<file path="src/rtl/wdog2_pkg.sv">
package wdog2_pkg;
  localparam logic [3:0] OFS_PRE1 = 4'h0;
  localparam logic [3:0] OFS_PRE2 = 4'h4;
  localparam logic [3:0] OFS_STAT = 4'h8;
  localparam logic [3:0] OFS_RLD  = 4'hC;

  localparam logic [31:0] KEY_FIRST  = 32'h0000_0080;
  localparam logic [31:0] KEY_SECOND = 32'h0000_0086;

  localparam int RLD_RESTART = 8;
  localparam int RLD_TOUT    = 9;
  localparam int CFG_RSTOFF  = 5;
  localparam int CFG_FAST    = 2;
  localparam int CTL_LOCK    = 0;
  localparam int CTL_EN      = 1;
  localparam int CTL_FUNC    = 2;

  typedef enum logic [1:0] {UL_IDLE, UL_ARMED, UL_GRANT} ul_state_t;

  function automatic logic is_guarded(logic [3:0] a);
    return (a == OFS_PRE1) || (a == OFS_PRE2) || (a == OFS_RLD);
  endfunction

  function automatic logic last_count(logic [31:0] c);
    return c <= 32'd1;
  endfunction

  function automatic logic [31:0] tick_limit(logic fast, int fast_log, int slow_log);
    return fast ? ((32'd1 << fast_log) - 32'd1) : ((32'd1 << slow_log) - 32'd1);
  endfunction
endpackage

</file>
<file path="src/rtl/wdog2_unlock.sv">
module wdog2_unlock
  import wdog2_pkg::*;
(
  input  logic        clk,
  input  logic        rst_n,
  input  logic        we,
  input  logic [3:0]  addr,
  input  logic [31:0] wdata,
  output logic        grant_use
);
  ul_state_t st_q, st_d;
  logic rld_wr;

  assign rld_wr    = we && (addr == OFS_RLD);
  assign grant_use = we && is_guarded(addr) && (st_q == UL_GRANT);

  always_comb begin
    st_d = st_q;
    case (st_q)
      UL_IDLE:  if (rld_wr && wdata == KEY_FIRST) st_d = UL_ARMED;
      UL_ARMED: if (rld_wr) st_d = (wdata == KEY_SECOND) ? UL_GRANT : UL_IDLE;
      UL_GRANT: if (grant_use) st_d = UL_IDLE;
      default:  st_d = UL_IDLE;
    endcase
  end

  always_ff @(posedge clk or negedge rst_n)
    if (!rst_n) st_q <= UL_IDLE;
    else        st_q <= st_d;


  single_grant_chk: assert property (@(posedge clk) disable iff (!rst_n)
    grant_use |=> (st_q != UL_GRANT));

  broken_key_chk: assert property (@(posedge clk) disable iff (!rst_n)
    (st_q == UL_ARMED && rld_wr && wdata != KEY_SECOND) |=> (st_q == UL_IDLE));
endmodule

</file>
<file path="src/rtl/wdog2_prescale.sv">
module wdog2_prescale
  import wdog2_pkg::*;
#(
  parameter int FAST_LOG = 5,
  parameter int SLOW_LOG = 15
) (
  input  logic clk,
  input  logic rst_n,
  input  logic run,
  input  logic fast,
  input  logic clr,
  output logic tick
);
  logic [SLOW_LOG-1:0] cnt_q;

  assign tick = run && (32'(cnt_q) >= tick_limit(fast, FAST_LOG, SLOW_LOG));

  always_ff @(posedge clk or negedge rst_n)
    if (!rst_n)    cnt_q <= '0;
    else if (clr)  cnt_q <= '0;
    else if (tick) cnt_q <= '0;
    else if (run)  cnt_q <= cnt_q + 1'b1;


  psc_hold_chk: assert property (@(posedge clk) disable iff (!rst_n)
    (!run && !clr) |=> $stable(cnt_q));
endmodule

</file>
<file path="src/rtl/wdog2_stages.sv">
module wdog2_stages
  import wdog2_pkg::*;
#(
  parameter int               PRE_W   = 20,
  parameter logic [PRE_W-1:0] PRE_RST = 20'h400
) (
  input  logic             clk,
  input  logic             rst_n,
  input  logic             run,
  input  logic             tick,
  input  logic             restart,
  input  logic [PRE_W-1:0] pre1,
  input  logic [PRE_W-1:0] pre2,
  output logic             s1_expire,
  output logic             s2_expire
);
  logic             in_s2_q;
  logic [PRE_W-1:0] cnt_q;
  logic             done;

  assign done      = tick && last_count(32'(cnt_q));
  assign s1_expire = done && !in_s2_q;
  assign s2_expire = done && in_s2_q;

  always_ff @(posedge clk or negedge rst_n)
    if (!rst_n) begin
      in_s2_q <= 1'b0;
      cnt_q   <= PRE_RST;
    end else if (restart) begin
      in_s2_q <= 1'b0;
      cnt_q   <= pre1;
    end else if (s1_expire) begin
      in_s2_q <= 1'b1;
      cnt_q   <= pre2;
    end else if (s2_expire) begin
      in_s2_q <= 1'b0;
      cnt_q   <= pre1;
    end else if (tick) begin
      cnt_q   <= cnt_q - 1'b1;
    end


  cnt_hold_chk: assert property (@(posedge clk) disable iff (!rst_n)
    (!run && !restart) |=> $stable(cnt_q));

  s1_handover_chk: assert property (@(posedge clk) disable iff (!rst_n)
    (s1_expire && !restart) |=> in_s2_q);
endmodule

</file>
<file path="src/rtl/wdog2_top.sv">
module wdog2_top
  import wdog2_pkg::*;
#(
  parameter int               PRE_W    = 20,
  parameter logic [PRE_W-1:0] PRE_RST  = 20'h400,
  parameter int               FAST_LOG = 5,
  parameter int               SLOW_LOG = 15,
  parameter int               RST_LEN  = 4
) (
  input  logic        clk,
  input  logic        rst_n,
  input  logic [3:0]  bus_addr,
  input  logic [31:0] bus_wdata,
  input  logic        bus_we,
  input  logic        bus_re,
  output logic [31:0] bus_rdata,
  input  logic        cfg_sel,
  input  logic        cfg_we,
  input  logic [7:0]  cfg_wdata,
  output logic [7:0]  cfg_rdata,
  output logic        irq_o,
  output logic        rst_req_o
);
  localparam int RC_W = $clog2(RST_LEN + 1);

  logic [PRE_W-1:0] pre1_q, pre2_q;
  logic [7:0]       cfg_q;
  logic             lock_q, en_q, func_q;
  logic             irq_flag_q, tout_q;
  logic [RC_W-1:0]  rcnt_q;

  logic unlock_ok, tick, s1_expire, s2_expire;
  logic restart, tout_clr, stat_clr, rst_fire, ctl_wr;

  wdog2_unlock u_unlock (
    .clk(clk), .rst_n(rst_n), .we(bus_we), .addr(bus_addr),
    .wdata(bus_wdata), .grant_use(unlock_ok)
  );

  assign restart  = unlock_ok && (bus_addr == OFS_RLD) && bus_wdata[RLD_RESTART];
  assign tout_clr = unlock_ok && (bus_addr == OFS_RLD) && bus_wdata[RLD_TOUT];
  assign stat_clr = bus_we && (bus_addr == OFS_STAT) && bus_wdata[0];
  assign ctl_wr   = cfg_we && cfg_sel;

  wdog2_prescale #(.FAST_LOG(FAST_LOG), .SLOW_LOG(SLOW_LOG)) u_psc (
    .clk(clk), .rst_n(rst_n), .run(en_q), .fast(cfg_q[CFG_FAST]),
    .clr(restart), .tick(tick)
  );

  wdog2_stages #(.PRE_W(PRE_W), .PRE_RST(PRE_RST)) u_stg (
    .clk(clk), .rst_n(rst_n), .run(en_q), .tick(tick), .restart(restart),
    .pre1(pre1_q), .pre2(pre2_q), .s1_expire(s1_expire), .s2_expire(s2_expire)
  );

  assign rst_fire = s2_expire && !cfg_q[CFG_RSTOFF] && !func_q;

  always_ff @(posedge clk or negedge rst_n)
    if (!rst_n) begin
      pre1_q <= PRE_RST;
      pre2_q <= PRE_RST;
    end else if (unlock_ok) begin
      if (bus_addr == OFS_PRE1) pre1_q <= bus_wdata[PRE_W-1:0];
      if (bus_addr == OFS_PRE2) pre2_q <= bus_wdata[PRE_W-1:0];
    end

  always_ff @(posedge clk or negedge rst_n)
    if (!rst_n) begin
      cfg_q  <= '0;
      lock_q <= 1'b0;
      en_q   <= 1'b0;
      func_q <= 1'b0;
    end else begin
      if (cfg_we && !cfg_sel) cfg_q <= cfg_wdata;
      if (ctl_wr) begin
        lock_q <= lock_q | cfg_wdata[CTL_LOCK];
        en_q   <= cfg_wdata[CTL_EN] | cfg_wdata[CTL_LOCK] | lock_q;
        if (!lock_q) func_q <= cfg_wdata[CTL_FUNC];
      end
    end

  always_ff @(posedge clk or negedge rst_n)
    if (!rst_n) begin
      irq_flag_q <= 1'b0;
      tout_q     <= 1'b0;
      rcnt_q     <= '0;
    end else begin
      if (s1_expire)     irq_flag_q <= 1'b1;
      else if (stat_clr) irq_flag_q <= 1'b0;
      if (s2_expire)     tout_q <= 1'b1;
      else if (tout_clr) tout_q <= 1'b0;
      if (rst_fire)            rcnt_q <= RC_W'(RST_LEN);
      else if (rcnt_q != '0)   rcnt_q <= rcnt_q - 1'b1;
    end

  assign irq_o     = irq_flag_q && (cfg_q[1:0] != 2'b11);
  assign rst_req_o = (rcnt_q != '0);
  assign cfg_rdata = cfg_sel ? {5'b0, func_q, en_q, lock_q} : cfg_q;

  always_ff @(posedge clk or negedge rst_n)
    if (!rst_n) bus_rdata <= '0;
    else if (bus_re) begin
      case (bus_addr)
        OFS_PRE1: bus_rdata <= 32'(pre1_q);
        OFS_PRE2: bus_rdata <= 32'(pre2_q);
        OFS_STAT: bus_rdata <= {31'b0, irq_flag_q};
        OFS_RLD:  bus_rdata <= 32'(tout_q) << RLD_TOUT;
        default:  bus_rdata <= '0;
      endcase
    end


  pre_guard_chk: assert property (@(posedge clk) disable iff (!rst_n)
    (bus_we && bus_addr == OFS_PRE1 && !unlock_ok) |=> $stable(pre1_q));

  rst_start_chk: assert property (@(posedge clk) disable iff (!rst_n)
    rst_fire |=> (rst_req_o && tout_q));

  rst_hold_chk: assert property (@(posedge clk) disable iff (!rst_n)
    $rose(rst_req_o) |=> rst_req_o);

  rst_mask_chk: assert property (@(posedge clk) disable iff (!rst_n)
    (s2_expire && cfg_q[CFG_RSTOFF] && !rst_req_o) |=> !rst_req_o);

  tout_sticky_chk: assert property (@(posedge clk) disable iff (!rst_n)
    (tout_q && !tout_clr) |=> tout_q);

  lock_hold_chk: assert property (@(posedge clk) disable iff (!rst_n)
    lock_q |=> (lock_q && en_q));
endmodule

</file>
<file path="config.mk">
export PLATFORM = sky130hd
export DESIGN_NAME = wdog2_top
export DESIGN_NICKNAME = d
export VERILOG_FILES = /design/src/rtl/wdog2_pkg.sv /design/src/rtl/wdog2_unlock.sv /design/src/rtl/wdog2_prescale.sv /design/src/rtl/wdog2_stages.sv /design/src/rtl/wdog2_top.sv
export SDC_FILE = /design/constraint.sdc
export NUM_CORES = 1
export LEC_CHECK = 0
export BUFFER_PORTS_ARGS = -buffer_cell sky130_fd_sc_hd__buf_4
export CAP_MARGIN = 0
export CORE_ASPECT_RATIO = 1.1
export CORE_UTILIZATION = 55
export CTS_CLUSTER_SIZE = 28
export DETAILED_ROUTE_END_ITERATION = 7
export GPL_TIMING_DRIVEN = 0
export MAX_ROUTING_LAYER = met4
export PLACE_DENSITY = 0.77
export SYNTH_ARGS = -nofsm -noshare
export SYNTH_HDL_FRONTEND = slang
export SYNTH_SLANG_ARGS = --single-unit
</file>
<file path="constraint.sdc">
create_clock -name clk -period 2.83 [get_ports clk]
set_input_delay 0.283 -clock clk [delete_from_list [all_inputs] [get_ports clk]]
set_output_delay 0.283 -clock clk [all_outputs]
set_load 0.02 [all_outputs]
</file>
==> impl_metrics.toml <==
[setup_path]
start_kind = "flop"
endpoint = "u_stg.cnt_q[4]"
path_cells = "ha_1, nand3_1, nor3_1, a2111o_1, o21ai_4, buf_2, a211oi_1, a221o_1"
worstPathRequired_ns = 3.12
crit_cells = 8
critical-path-top-delay-family = "compound AO/OA/AOI/OAI gates"
reg2reg_depth = 8
r2r-start = "cfg_q[2]"
crit_slowest_cell = "a2111o_1"
critical_path_class = "reg -> reg"
cpPeakStageDelay_ns = 0.53
crit_path_end_kind = "flop"
timing.critical_path.buf_inv = 1
r2r-end = "u_stg.cnt_q[4]"
r2r_slack_ns = 0.16
crit_fanout = 12
cp-startpoint = "cfg_q[2]"
arrival_ns = 2.96

[place]
dp_hpwl_mm = 11.4
routabilityCongestion = 0.932
place_area_mm2 = 0.00714
post-place-ws_ns = -0.174
io_buffer_count = 77
place_inst = 843

[floorplanning]
start_util = 0.573
core_area_mm2 = 0.0111
die_h_um = 115
dieArea_mm2 = 0.0120
boundaryPins = 92
die-width_um = 104
rows = 40

[global_route]
grt_pass1_wl_mm = 26.1
overflow = 0
grt_pass1_vias = 5121
grt_max_degree = 115
grt_usage = 0.288
antenna_found_initial = 0

[job]
max_cap_viol_count = 0

[detailed_routing]
drtAntennaViolNets = 0
via_per_inst = 6.05
drt_pass1_iterations = 6
drtIter0Drc = 525
drt_wl_total_mm = 16.0
wl_per_cell_um = 18.2
vias = 5321
drcViolationCount = 0

[logic_synthesis]
synth_cell_types = 69
synth.ff_latch_count = 114
synth_edf_count = 0
synthArstFlopShare = 1.00
ys_dominant_reg_cell = "dfrtp_1"
avgSynthCellArea_um2 = 10.4
yosysWarnings = 0
synth_area_mm2 = 0.00634
ys_seq_area_frac = 0.451
postSynthCellCount = 608

[min_path]
hold_path_depth = 2
hp-start = "cfg_wdata[3]"
hp-class = "in -> reg"

[final_layout]
fill_cells = 795
syn2layout_area_growth_pct = 24.1
multi_input_area_mm2 = 0.00317
nets = 786
fin_util = 0.711
design_area_mm2 = 0.00787
layoutNonFillerInstCount = 880
layout_common_cells = "dfrtp_1, buf_4, mux2_2"
seqCellArea_mm2 = 0.00286
antenna_cells = 0
final_common_cell = "dfrtp_1"
drive_above_1_share = 0.297

[clocking]
clock-root-buffer = "clkbuf_16"
cts_max_level = 4
worstSkewPairLatency_ns = 0.41
clockBufferDepth = 2
clkTransAtPathRegs_ns = 0.05
cts_buffers = 17
cts_tree = "done"
clock-sinks = 114

[timing]
setup_violations = 0
fin_crit_ns = 2.67
final.setup.worst_slack_ns = 0.157
holdWs_ns = 0.106
period_share = 0.945
worst_pin_slew_ns = 0.926
hold_viol = 0
slew_headroom = 0.377
fin_worst_skew_ns = 0.00792
rsz0062_at_grt = "false"
fmax_mhz = 374
drv_slew = 0

[power]
p_switching_w = 0.00151
p_int_w = 0.00383
power_density_mw_per_mm2 = 678
pwr-share-comb = 0.207
p_leak_nw = 3.60
swShare = 0.283
irDropWorstVdd_uv = 368
p_seq_frac = 0.369
clock_power_share = 0.424

[run_status]
status = "finished clean"
-- how the worst min path moves through the flow --
stage                     slack [ns]          endpoint
after floorplan                -0.01      bus_rdata[0]
after global placement          0.44  u_unlock.st_q[0]
after detailed placement        0.45  u_unlock.st_q[0]
after CTS                        0.1          cfg_q[3]
after global routing             0.1          cfg_q[3]
final                           0.11          cfg_q[3]
-- power groups by stage --
stage / logic, W / clock network, W / registers (W)
after CTS: 0.00106 / 0.00227 / 0.00196
after global placement: 0.00102 / 0 / 0.00197
after global routing: 0.00121 / 0.00236 / 0.00199
after detailed placement: 0.00105 / 0 / 0.00199
final: 0.00110 / 0.00226 / 0.00197
after floorplan: 0.000772 / 0 / 0.00194
-- worst register-to-register path: stages, from the launching register on --
cell and delay [ns]:
dfrtp_2 0.50, ha_1 0.36, nand3_1 0.14, nor3_1 0.09, a2111o_1 0.53, o21ai_4 0.28
buf_2 0.30, a211oi_1 0.09, a221o_1 0.26
-- sequential cells by signal, summed over array words and instances (netlist names) --
signal	cells
pre2_q	20
u_stg.cnt_q	20
rcnt_q	3
func_q	1
cfg_q	8
u_stg.in_s2_q	1
pre1_q	20
u_unlock.st_q	2
u_psc.cnt_q	15
bus_rdata	20
en_q	1
irq_flag_q	1
tout_q	1
lock_q	1
-- per-layer routing --
metal  vias up  global-route usage  part of all wire
li1       2459                   -                 -
met1      2605               0.357              0.43
met2       223               0.469              0.49
met3        34              0.0569             0.057
met4         0               0.106             0.019
met5         -                   -                 0
-- stage by stage --
| step | TNS (ns) | total power [W] |
|---|---|---|
| 2_1_floorplan | 0 | 0.00271 |
| 3_3_place_gp | -1.37 | 0.00300 |
| 3_5_place_dp | -3.52 | 0.00304 |
| 4_1_cts | 0 | 0.00530 |
| 5_1_grt | 0 | 0.00556 |
| 6_report | 0 | 0.00534 |
-- cell families after synthesis --
| kind of cell | after synthesis | synth area share |
|---|---|---|
| other | 1 | 0.000591 |
| DFF | 114 | 0.451 |
| and+or+nand+nor | 179 | 0.158 |
| buffers and inverters | 74 | 0.0594 |
| AOI/OAI and AO/OA | 122 | 0.134 |
| adders and majority gates | 15 | 0.0296 |
| muxes | 75 | 0.129 |
| xor gates and xnor gates | 28 | 0.0387 |
-- cells in the mapped netlist (8+ instances only) --
| master | number | area share |
|---|---|---|
| mux2i_1 | 21 | 0.033 |
| nor4_1 | 18 | 0.018 |
| o21ai_1 | 8 | 0.0063 |
| clkbuf_1 | 18 | 0.011 |
| dfrtp_1 | 111 | 0.44 |
| inv_1 | 32 | 0.019 |
| nor3_1 | 8 | 0.0063 |
| a21oi_1 | 25 | 0.020 |
| ha_1 | 15 | 0.030 |
| nand2_1 | 35 | 0.021 |
| nor2b_1 | 13 | 0.013 |
| xnor2_1 | 24 | 0.033 |
| mux2_2 | 54 | 0.096 |
| nor2_1 | 38 | 0.022 |
| nand4_1 | 9 | 0.0089 |
| o22ai_1 | 20 | 0.020 |
| a22oi_1 | 18 | 0.021 |
| nand3_1 | 17 | 0.013 |
| buf_4 | 15 | 0.018 |
-- what timing repair did --
| item | 4_1_cts | 5_1_grt |
|---|---|---|
| hold endpoints to repair | 0 | 9 |
| setup endpoints to repair | 31 | 21 |
| hold buffers | 0 | 1 |
| pin swaps | 0 | 2 |
| buffers inserted | 0 | 4 |
| resized for setup | 3 | 5 |
-- cell type report --
class	count	share of cell area
multi-input cells	431	0.403
flip-flops and latches	114	0.363
repair buffers	83	0.0826
clock buffers	21	0.0598
plain buffers	42	0.0326
well taps	147	0.0234
clock inverters	10	0.0199
inverters	32	0.0153
Power figures use the tool's default switching activity.
